## src/rtl/serial_fp_mul_pkg.sv

```systemverilog
package serial_fp_mul_pkg;

  // majority of three bits: carry out of a one-bit full adder
  function automatic logic maj3(input logic x, input logic y, input logic z);
    return (x & y) | (x & z) | (y & z);
  endfunction

endpackage

```

## src/rtl/sfm_cell.sv

```systemverilog
// One 1-bit cell of the linear significand array.
// Keeps the operand bits of its own position and supplies the two
// partial-product bits of its position for the current serial step.
module sfm_cell #(
  parameter int IDX   = 0,
  parameter int CNT_W = 4
) (
  input  logic             clk,
  input  logic             rst_n,
  input  logic             step,
  input  logic [CNT_W-1:0] k,
  input  logic             a_in,
  input  logic             b_in,
  output logic             row_a,
  output logic             row_b
);

  localparam logic [CNT_W-1:0] MY_POS = CNT_W'(IDX);

  logic a_q, b_q;
  logic a_d, b_d;
  logic here, below;

  assign here  = (k == MY_POS);
  assign below = (MY_POS < k);

  always_comb begin
    a_d = a_q;
    b_d = b_q;
    if (step && here) begin
      a_d = a_in;
      b_d = b_in;
    end
  end

  always_ff @(posedge clk or negedge rst_n) begin
    if (!rst_n) begin
      a_q <= 1'b0;
      b_q <= 1'b0;
    end else begin
      a_q <= a_d;
      b_q <= b_d;
    end
  end

  // new A bit times the B bits received so far (its own included)
  assign row_b = step & a_in & (here ? b_in : (below & b_q));
  // new B bit times the A bits received earlier
  assign row_a = step & b_in & below & a_q;

endmodule

```

## src/rtl/sfm_sig_array.sv

```systemverilog
// Linear array of SIG_W one-bit cells plus the product accumulator.
module sfm_sig_array #(
  parameter int SIG_W = 11,
  parameter int CNT_W = 4
) (
  input  logic               clk,
  input  logic               rst_n,
  input  logic               step,
  input  logic               clr,
  input  logic [CNT_W-1:0]   k,
  input  logic               a_in,
  input  logic               b_in,
  output logic [2*SIG_W-1:0] product
);

  localparam int PROD_W = 2 * SIG_W;

  logic [SIG_W-1:0]  row_a, row_b;
  logic [PROD_W-1:0] acc_q, acc_d, base;

  for (genvar g = 0; g < SIG_W; g++) begin : g_cell
    sfm_cell #(.IDX(g), .CNT_W(CNT_W)) u_cell (
      .clk   (clk),
      .rst_n (rst_n),
      .step  (step),
      .k     (k),
      .a_in  (a_in),
      .b_in  (b_in),
      .row_a (row_a[g]),
      .row_b (row_b[g])
    );
  end

  always_comb begin
    base  = clr ? '0 : acc_q;
    acc_d = acc_q;
    if (step) begin
      acc_d = base + (PROD_W'(row_b) << k) + (PROD_W'(row_a) << k);
    end
  end

  always_ff @(posedge clk or negedge rst_n) begin
    if (!rst_n) acc_q <= '0;
    else        acc_q <= acc_d;
  end

  assign product = acc_q;

endmodule

```

## src/rtl/sfm_exp_unit.sv

```systemverilog
// Exponent path: serial sum of the input exponents and the sign XOR while
// the frame arrives; serial bias removal plus normalisation carry on output.
module sfm_exp_unit
  import serial_fp_mul_pkg::*;
#(
  parameter int EXP_W    = 5,
  parameter int EXP_BIAS = 15,
  parameter int CNT_W    = 4
) (
  input  logic             clk,
  input  logic             rst_n,
  input  logic             step,
  input  logic [CNT_W-1:0] k,
  input  logic             ea,
  input  logic             eb,
  input  logic             load,
  input  logic             norm_c,
  input  logic             run,
  input  logic [CNT_W-1:0] ocnt,
  output logic             out_bit
);

  localparam int EI_W = $clog2(EXP_W);
  localparam int KB_I = ((1 << EXP_W) - EXP_BIAS) % (1 << EXP_W);
  localparam logic [EXP_W-1:0] NEG_BIAS = KB_I[EXP_W-1:0];
  localparam logic [CNT_W-1:0] E_END = CNT_W'(EXP_W);

  logic [EXP_W-1:0] esum_q, esum_d;
  logic             ic_q, ic_d;
  logic             sgn_q, sgn_d;
  logic [EXP_W-1:0] oe_q, oe_d;
  logic             os_q, os_d;
  logic             oc_q, oc_d;
  logic             cin;
  logic [EI_W-1:0]  ii, jj;
  logic             in_exp_pos, out_exp_pos;

  assign ii          = k[EI_W-1:0];
  assign jj          = ocnt[EI_W-1:0];
  assign in_exp_pos  = (k < E_END);
  assign out_exp_pos = (ocnt < E_END);
  assign cin         = (k == '0) ? 1'b0 : ic_q;

  // input side
  always_comb begin
    esum_d = esum_q;
    ic_d   = ic_q;
    sgn_d  = sgn_q;
    if (step && in_exp_pos) begin
      esum_d[ii] = ea ^ eb ^ cin;
      ic_d       = maj3(ea, eb, cin);
    end
    if (step && (k == E_END)) begin
      sgn_d = ea ^ eb;
    end
  end

  // output side
  always_comb begin
    oe_d = oe_q;
    os_d = os_q;
    oc_d = oc_q;
    if (load) begin
      oe_d = esum_q;
      os_d = sgn_q;
      oc_d = norm_c;
    end else if (run && out_exp_pos) begin
      oc_d = maj3(oe_q[jj], NEG_BIAS[jj], oc_q);
    end
  end

  always_ff @(posedge clk or negedge rst_n) begin
    if (!rst_n) begin
      esum_q <= '0;
      ic_q   <= 1'b0;
      sgn_q  <= 1'b0;
      oe_q   <= '0;
      os_q   <= 1'b0;
      oc_q   <= 1'b0;
    end else begin
      esum_q <= esum_d;
      ic_q   <= ic_d;
      sgn_q  <= sgn_d;
      oe_q   <= oe_d;
      os_q   <= os_d;
      oc_q   <= oc_d;
    end
  end

  always_comb begin
    if (out_exp_pos)          out_bit = oe_q[jj] ^ NEG_BIAS[jj] ^ oc_q;
    else if (ocnt == E_END)   out_bit = os_q;
    else                      out_bit = 1'b0;
  end

endmodule

```

## src/rtl/serial_fp_mul.sv

```systemverilog
// Top: frame control, significand array, exponent path, output serializer.
module serial_fp_mul #(
  parameter int SIG_W    = 11,
  parameter int EXP_W    = 5,
  parameter int EXP_BIAS = 15
) (
  input  logic clk,
  input  logic rst_n,
  input  logic in_start,
  input  logic in_sig_a,
  input  logic in_sig_b,
  input  logic in_exp_a,
  input  logic in_exp_b,
  output logic out_valid,
  output logic out_sig,
  output logic out_exp
);

  localparam int PROD_W = 2 * SIG_W;
  localparam int CNT_W  = $clog2(SIG_W + 1);
  localparam logic [CNT_W-1:0] LAST_IN  = CNT_W'(SIG_W);
  localparam logic [CNT_W-1:0] LAST_OUT = CNT_W'(SIG_W - 1);

  // reset: asserted asynchronously, released after two clock edges
  logic rst_meta, rst_sync;
  always_ff @(posedge clk or negedge rst_n) begin
    if (!rst_n) begin
      rst_meta <= 1'b0;
      rst_sync <= 1'b0;
    end else begin
      rst_meta <= 1'b1;
      rst_sync <= rst_meta;
    end
  end

  // frame control
  logic             busy_q, busy_d;
  logic [CNT_W-1:0] cnt_q, cnt_d;
  logic             fin_q, fin_d;
  logic             accept, in_frame, step;
  logic [CNT_W-1:0] k;

  assign accept   = in_start & ~busy_q;
  assign in_frame = busy_q & (cnt_q < LAST_IN);
  assign step     = accept | in_frame;
  assign k        = accept ? '0 : cnt_q;

  always_comb begin
    busy_d = busy_q;
    cnt_d  = cnt_q;
    fin_d  = 1'b0;
    if (accept) begin
      busy_d = 1'b1;
      cnt_d  = CNT_W'(1);
    end else if (in_frame) begin
      cnt_d  = cnt_q + CNT_W'(1);
    end else if (busy_q) begin
      busy_d = 1'b0;
      fin_d  = 1'b1;
    end
  end

  always_ff @(posedge clk or negedge rst_sync) begin
    if (!rst_sync) begin
      busy_q <= 1'b0;
      cnt_q  <= '0;
      fin_q  <= 1'b0;
    end else begin
      busy_q <= busy_d;
      cnt_q  <= cnt_d;
      fin_q  <= fin_d;
    end
  end

  // significand product
  logic [PROD_W-1:0] product;
  sfm_sig_array #(.SIG_W(SIG_W), .CNT_W(CNT_W)) u_array (
    .clk     (clk),
    .rst_n   (rst_sync),
    .step    (step),
    .clr     (accept),
    .k       (k),
    .a_in    (in_sig_a),
    .b_in    (in_sig_b),
    .product (product)
  );

  logic             norm_c;
  logic [SIG_W-1:0] norm_sig;
  assign norm_c   = product[PROD_W-1];
  assign norm_sig = norm_c ? product[PROD_W-1:SIG_W] : product[PROD_W-2:SIG_W-1];

  // output serializer
  logic             ov_q, ov_d;
  logic [CNT_W-1:0] ocnt_q, ocnt_d;
  logic [SIG_W-1:0] osig_q, osig_d;

  always_comb begin
    ov_d   = ov_q;
    ocnt_d = ocnt_q;
    osig_d = osig_q;
    if (fin_q) begin
      ov_d   = 1'b1;
      ocnt_d = '0;
      osig_d = norm_sig;
    end else if (ov_q) begin
      osig_d = osig_q >> 1;
      ocnt_d = ocnt_q + CNT_W'(1);
      if (ocnt_q == LAST_OUT) ov_d = 1'b0;
    end
  end

  always_ff @(posedge clk or negedge rst_sync) begin
    if (!rst_sync) begin
      ov_q   <= 1'b0;
      ocnt_q <= '0;
      osig_q <= '0;
    end else begin
      ov_q   <= ov_d;
      ocnt_q <= ocnt_d;
      osig_q <= osig_d;
    end
  end

  // exponent and sign path
  logic exp_bit;
  sfm_exp_unit #(.EXP_W(EXP_W), .EXP_BIAS(EXP_BIAS), .CNT_W(CNT_W)) u_exp (
    .clk     (clk),
    .rst_n   (rst_sync),
    .step    (step),
    .k       (k),
    .ea      (in_exp_a),
    .eb      (in_exp_b),
    .load    (fin_q),
    .norm_c  (norm_c),
    .run     (ov_q),
    .ocnt    (ocnt_q),
    .out_bit (exp_bit)
  );

  assign out_valid = ov_q;
  assign out_sig   = ov_q & osig_q[0];
  assign out_exp   = ov_q & exp_bit;

endmodule

```

## config.mk

```make
export PLATFORM = sky130hd
export DESIGN_NAME = serial_fp_mul
export DESIGN_NICKNAME = d
export VERILOG_FILES = /design/src/rtl/serial_fp_mul_pkg.sv /design/src/rtl/sfm_cell.sv /design/src/rtl/sfm_sig_array.sv /design/src/rtl/sfm_exp_unit.sv /design/src/rtl/serial_fp_mul.sv
export SDC_FILE = /design/constraint.sdc
export NUM_CORES = 1
export LEC_CHECK = 0
export BUFFER_PORTS_ARGS = -buffer_cell sky130_fd_sc_hd__buf_2
export CORE_MARGIN = 4
export CORE_UTILIZATION = 40
export CTS_BUF_LIST = sky130_fd_sc_hd__clkbuf_4 sky130_fd_sc_hd__clkbuf_8 sky130_fd_sc_hd__clkbuf_16
export DETAILED_ROUTE_END_ITERATION = 10
export GPL_ROUTABILITY_DRIVEN = 0
export HOLD_SLACK_MARGIN = 0.1
export PLACE_DENSITY = 0.64
export SETUP_SLACK_MARGIN = 0.1
export SLEW_MARGIN = 10
export SYNTH_ARGS = -nofsm -noshare
export SYNTH_HDL_FRONTEND = slang
export SYNTH_SLANG_ARGS = --single-unit
```

## constraint.sdc

```tcl
create_clock -name clk -period 5.95 [get_ports clk]
set_input_delay 1.19 -clock clk [delete_from_list [all_inputs] [get_ports clk]]
set_output_delay 1.19 -clock clk [all_outputs]
set_load 0.1 [all_outputs]
```

# Word-level counts from Yosys, hierarchy flattened
# Memories as Yosys holds them, arrays and structs flattened.
# Index checks and enable logic that the tools add are counted.
[word_totals] ff_bits=82 mem_bits_ro=8 out_inout_bits=3 elab_cells=197 n_memories=1
[mem_list] memory="(name not given)" depth=8 width=1 rd=1 rd_clocked_by_memory_dff=0 wr=0 line="sfm_exp_unit.sv:68" rtl="oc_d = maj3(oe_q[jj], NEG_BIAS[jj], oc_q);"
[classes] addsub=4 n_lt_le_gt_ge=17 eq_ne=13 shift=2 muxes=39 bitwise=66 reduce_logical=18
[ops] cell="bitwise AND 1 bit" n=56
[ops] cell="adder 22 bit" n=2
[ops] cell="left shift 11 x 4 -> 22 bit" n=2
[ops] cell="2-to-1 mux 11 bit" n=3
[ops] cell="2-to-1 mux 1 bit" n=27
[ops] cell="2-to-1 mux 22 bit" n=1
[ops] cell="== test 4 x 3 -> 1 bit, second input constant" n=5
[ops] cell="2-to-1 mux 4 bit" n=5
[ops] cell="== test 4 bit, second input constant" n=4
[ops] cell="less-than comparator 3 x 4 -> 1 bit, first input constant" n=4
[ops] cell="logical AND 1 bit" n=14
[ops] cell="less-than comparator 4 bit, first input constant" n=3
[ops] cell="adder 4 x 1 -> 4 bit, second input constant" n=2
[ops] cell="== test 4 x 2 -> 1 bit, second input constant" n=2
[ops] cell="less-than comparator 1 x 4 -> 1 bit, first input constant" n=2
[ops] cell="less-than comparator 2 x 4 -> 1 bit, first input constant" n=2
[ops] cell="less-than comparator 3 x 4 -> 1 bit, second input constant" n=2
[ops] cell="less-than comparator 4 x 3 -> 1 bit, second input constant" n=2
[ops] cell="nonzero test 2 bit" n=3
[ops] cell="bitwise mux 5 bit" n=1
[ops] cell="OR 1 bit" n=5
[ops] cell="== test 4 x 1 -> 1 bit, second input constant" n=1
[ops] cell="zero test 4 bit" n=1
[ops] cell="less-than comparator 4 bit, second input constant" n=1
[ops] cell="6 further kinds" n=9

# Logic depth before layout (Yosys ltp)
[depth] ltp_word=10 mapped_depth=24

# Modules after synthesis
# A second synthesis with hierarchy kept.
[unflattened] hier_cells=758 area_unflattened_um2=7023.0
[modules_own_cells] module="sfm_sig_array" instances=1 cells_per_inst=429 area_each_um2=3558.4
[modules_own_cells] module="serial_fp_mul" instances=1 cells_per_inst=120 area_each_um2=1285.0
[modules_own_cells] module="sfm_exp_unit" instances=1 cells_per_inst=73 area_each_um2=778.2
[modules_own_cells] module="sfm_cell (u_array.g_cell[5].u_cell)" instances=1 cells_per_inst=14 area_each_um2=141.4
[modules_own_cells] module="sfm_cell (u_array.g_cell[4].u_cell)" instances=1 cells_per_inst=13 area_each_um2=138.9
[modules_own_cells] module="sfm_cell (u_array.g_cell[2].u_cell)" instances=1 cells_per_inst=12 area_each_um2=136.4
[modules_own_cells] module="sfm_cell (u_array.g_cell[10].u_cell)" instances=1 cells_per_inst=14 area_each_um2=135.1
[modules_own_cells] module="sfm_cell (u_array.g_cell[8].u_cell)" instances=1 cells_per_inst=12 area_each_um2=132.6
[modules_own_cells] module="sfm_cell (u_array.g_cell[1].u_cell)" instances=1 cells_per_inst=12 area_each_um2=130.1
[modules_own_cells] module="sfm_cell (u_array.g_cell[6].u_cell)" instances=1 cells_per_inst=13 area_each_um2=122.6
[modules_own_cells] module="sfm_cell (u_array.g_cell[7].u_cell)" instances=1 cells_per_inst=11 area_each_um2=120.1
[modules_own_cells] module="sfm_cell (u_array.g_cell[0].u_cell)" instances=1 cells_per_inst=11 area_each_um2=115.1
[modules_own_cells] module="sfm_cell (u_array.g_cell[9].u_cell)" instances=1 cells_per_inst=12 area_each_um2=115.1
[modules_own_cells] module="sfm_cell (u_array.g_cell[3].u_cell)" instances=1 cells_per_inst=12 area_each_um2=113.9

# Least setup slack after synthesis
# Ideal clock, no wire load.
[synth_path] path_kind="input to register" startpoint="in in_start" endpoint="reg u_array.acc_q[21] (netlist: u_array.product[21])" setup_time_ns=0.121 arrival_ns=5.518 required_ns=5.829 setup_slack_ns=0.311 path_stages=22 n_path_buf=2 path_cell_list="nor2b_1 -> clkbuf_1 -> nor2_1 -> clkbuf_1 -> nor2_1 -> nand2_1 -> a21oi_1 -> o2bb2ai_1 -> mux2_2 -> a21oi_1 -> fa_1 -> inv_1 -> ha_1 -> a21o_1 -> a211o_1 -> a2111oi_2 -> o21a_1 -> nor3_1 -> a2111oi_2 -> xnor2_1 -> o21ai_1 -> a22o_1"
[synth_via] elab_chain_len=9
[synth_rtl] item="from (decl)" line="serial_fp_mul.sv:9" rtl="input logic in_start,"
[synth_rtl] item="bitwise AND 1 bit *" line="serial_fp_mul.sv:43" rtl="assign accept = in_start & ~busy_q;"
[synth_rtl] item="2-to-1 mux 4 bit" line="serial_fp_mul.sv:46" rtl="assign k = accept ? '0 : cnt_q;"
[synth_rtl] item="less-than comparator 1 x 4 -> 1 bit (tied with other cells)" line="sfm_cell.sv:25" rtl="assign below = (MY_POS < k);"
[synth_rtl] item="bitwise AND 1 bit" line="sfm_cell.sv:47" rtl="assign row_b = step & a_in & (here ? b_in : (below & b_q));"
[synth_rtl] item="2-to-1 mux 1 bit" line="sfm_cell.sv:47"
[synth_rtl] item="bitwise AND 1 bit" line="sfm_cell.sv:47"
[synth_rtl] item="left shift 11 x 4 -> 22 bit" line="sfm_sig_array.sv:38" rtl="acc_d = base + (PROD_W'(row_b) << k) + (PROD_W'(row_a) << k);"
[synth_rtl] item="adder 22 bit (2 in series)" line="sfm_sig_array.sv:38"
[synth_rtl] item="to (signal assigned)" line="sfm_sig_array.sv:43" rtl="if (!rst_n) acc_q <= '0;"
[synth_rtl] item="to (signal assigned)" line="sfm_sig_array.sv:44" rtl="else acc_q <= acc_d;"
[synth_rtl] item="to (decl)" line="sfm_sig_array.sv:19" rtl="logic [PROD_W-1:0] acc_q, acc_d, base;"
# Every way passes the cells marked *; elsewhere a longest branch is shown, timed or not.
# A chain may end at the register's enable or synchronous reset.

# Final worst setup path
# Ends and elaborated chain as after synthesis.

==> results_dict.tcl <==
set metrics [dict create \
    dr_total_vias 5472 \
    drv_slew 0 \
    synthArstFlopShare_pct 100.0 \
    diodes 0 \
    status "completed" \
    p_sw_share_pct 47.72 \
    coreArea_um2 15830 \
    clock_latency_ns 0.36 \
    ys_ff_latch 82 \
    grt_pass1_wl_um 27280 \
    yosysWarnings 0 \
    drive_gt1_share_pct 14.89 \
    critPathSlowestCell "fa_1" \
    drt_iter0_drc 519 \
    grtUsageTotal_pct 18.76 \
    clock_sinks 82 \
    nFillCells 1548 \
    final_cell_mix "nand2_1, dfrtp_1, inv_1" \
    final.min_clock_period_ns 5.574 \
    p_seq_share_pct 24.4 \
    first_pass_iters 6 \
    rows 46 \
    clockRootBuffer "clkbuf_16" \
    grt_max_degree 81 \
    antenna_found_initial 0 \
    end_kind "flop" \
    setup_violations 0 \
    overflow 0 \
    p_sw_uw 2073 \
    hold_buffers 0 \
    multiInputGateArea_um2 4051 \
    yosysUniqueCellTypes 65 \
    synth_area_per_cell_um2 8.588 \
    synth-edff-count 0 \
    hp-class "reg2reg" \
    crit_type "in2reg" \
    synthCells 750 \
    fin_util_pct 45.95 \
    max_freq_mhz 179.4 \
    wl_um 16420 \
    vias_per_cell 5.499 \
    initial_core_util_pct 40.70 \
    drcViolationCount 0 \
    finClkSkew_ns 0.01177 \
    syn_area_um2 6441 \
    cts_buffer_depth 2 \
    cts_tree "done" \
    p_clk_share_pct 13.6 \
    worstPathCellList "buf_2 > nor2b_1 > buf_4 > nor2_1 > and3_1 > mux2i_1 > nor3_1 > a21oi_1 > mux2i_1 > mux2_2 > a21oi_1 > fa_1 > inv_1 > ha_1 > a21o_1 > a211o_1 > a2111oi_4 > o21a_1 > nor3_1 > a2111oi_2 > xnor2_1 > o21ai_1 > a22o_1" \
    power_leakage_uw 0.003326 \
    ant_nets 0 \
    tns_ns 0 \
    ir_drop_mv 0.2530 \
    pin_count 10 \
    maxCapViolCount 0 \
    cp_max_fo 7 \
    cts_buffers 9 \
    ctsResizeCount 0 \
    die-area_um2 18200 \
    dp_slack_ns 0.03232 \
    post_drt_wl_per_cell_um 16.50 \
    die_w_um 134.9 \
    syn_to_final_growth_pct 12.92 \
    nNetsFinal 831 \
    rsz0062_at_grt "false" \
    final_common_cell "nand2_1" \
    worst_pin_slew_ns 1.078 \
    cp.buffers_inverters 3 \
    cts_setup_buffers 0 \
    p_int_uw 2271 \
    required_ns 6.19 \
    port_buffers 9 \
    slowest_delay_ns 0.42 \
    register_area_um2 2056 \
    dp_hpwl_um 12090 \
    startpoint_type "primary input" \
    hold_violations 0 \
    relSlewSlack_pct 28.13 \
    die_h_um 134.9 \
    grt_pass1_vias 5373 \
    p_per_area_nw_per_um2 597.3 \
    fin_crit_sh_pct 93.67 \
    power_frac_comb_pct 62.1 \
    clk_pin_slew_worst_paths_ns 0.07 \
    synth_top_flop_cell "dfrtp_1" \
    cp.arrival_ns 5.81 \
    h-tree-depth 3 \
    path_delay_family "compound AO/OA/AOI/OAI gates" \
    timing.final.ws_setup_ns 0.3765 \
    ys_seq_area_share_pct 31.86 \
]
[metal layers]
layer	share of wire, %	up-vias	GRT usage [%]
met5	0	-	0
met4	4.2	0	9.559
met3	5.3	50	2.720
met2	44	193	28.15
met1	46	2569	26.39
li1	-	2660	-
[final cells by class]
cell class	instances	share of cell area (%)
Clock buffer	10	3.200
Clock inverter	6	0.9978
Inverter	54	2.787
Multi-Input combinational cell	574	55.70
Sequential cell	82	28.26
Tap cell	216	3.716
Timing Repair Buffer	53	5.333
[synthesized netlist by cell type, types with 5 or more instances]
library cell / number / area, µm²
and3_1: 5 / 31.28
nand3_1: 20 / 100.1
fa_1: 24 / 480.5
a21o_1: 10 / 75.07
nand4_1: 9 / 56.30
a21oi_1: 50 / 250.2
mux2i_1: 28 / 280.3
nor3_1: 16 / 80.08
xnor2_1: 10 / 87.58
ha_1: 26 / 325.3
a211oi_1: 14 / 105.1
nor3b_1: 5 / 37.54
nor2b_1: 13 / 81.33
xor2_1: 12 / 105.1
inv_1: 53 / 198.9
dfrtp_1: 82 / 2052
and2_1: 11 / 68.82
o21ai_0: 47 / 235.2
clkbuf_1: 32 / 120.1
nand2b_1: 9 / 56.30
mux2_2: 30 / 337.8
a22oi_1: 5 / 37.54
nor2_1: 52 / 195.2
o21ai_1: 5 / 25.02
buf_2: 5 / 25.02
nand2_1: 109 / 409.1
[path summary, 6_finish.rpt]
path / from / end / slack (ns) / depth (start not counted)
setup / recovery: in_start / u_array.product[21]$_DFFE_PN0P_ / 0.38 / 23
hold / removal: rst_meta$_DFF_PN0_ / rst_sync$_DFF_PN0_ / 0.35 / 0
setup reg to reg: cnt_q[0]$_DFFE_PN0P_ / u_array.product[21]$_DFFE_PN0P_ / 0.51 / 24
hold reg to reg: rst_meta$_DFF_PN0_ / rst_sync$_DFF_PN0_ / 0.35 / 0
max in group asynchronous: rst_sync$_DFF_PN0_ / u_array.g_cell[7].u_cell.a_q$_DFFE_PN0P_ / 4.78 / 0
min in group asynchronous: rst_sync$_DFF_PN0_ / u_exp.os_q$_DFFE_PN0P_ / 0.50 / 0
[registers in the layout, indices dropped and copies added, names as in the netlist, 4 cells and up]
signal                     cells
u_array.product               22
u_exp.esum_q                   5
u_exp.oe_q                     5
u_array.g_cell.u_cell.b_q     11
ocnt_q                         4
cnt_q                          4
osig_q                        11
u_array.g_cell.u_cell.a_q     11
[stage by stage]
stage	instance area (µm²)	total power, µW	instances	hold slack (ns)
global placement	6947	3672	979	0.3348
global route	7273	4737	995	0.3671
CTS	7252	4337	995	0.3574
detailed placement	6947	3709	979	0.3420
finish	7273	4344	995	0.3545
floorplan	6445	2978	751	0.3312
[power by group through the flow]
stage                     registers [µW]  logic, µW  clock network, µW
after detailed placement            1070       2640                  0
after global routing                1100       3010                625
after global placement              1060       2610                  0
after CTS                           1060       2670                607
final                               1060       2700                590
after floorplan                      983       1990                  0
[cells by family (layout without fill, tap and decap cells)]
| logic type | Yosys count | count (layout) | share of synthesized area, % |
|---|---|---|---|
| and+or+nand+nor | 268 | 268 | 19.68 |
| DFF | 82 | 82 | 31.86 |
| muxes | 60 | 60 | 10.18 |
| buffers and inverters | 95 | 123 | 5.633 |
| AOI/OAI and AO/OA | 172 | 172 | 17.09 |
| other | 1 | 2 | 0.05822 |
| xor gates and xnor gates | 22 | 22 | 2.991 |
| adders and majority gates | 50 | 50 | 12.51 |
Note: power is estimated with default switching activity, not from simulation.
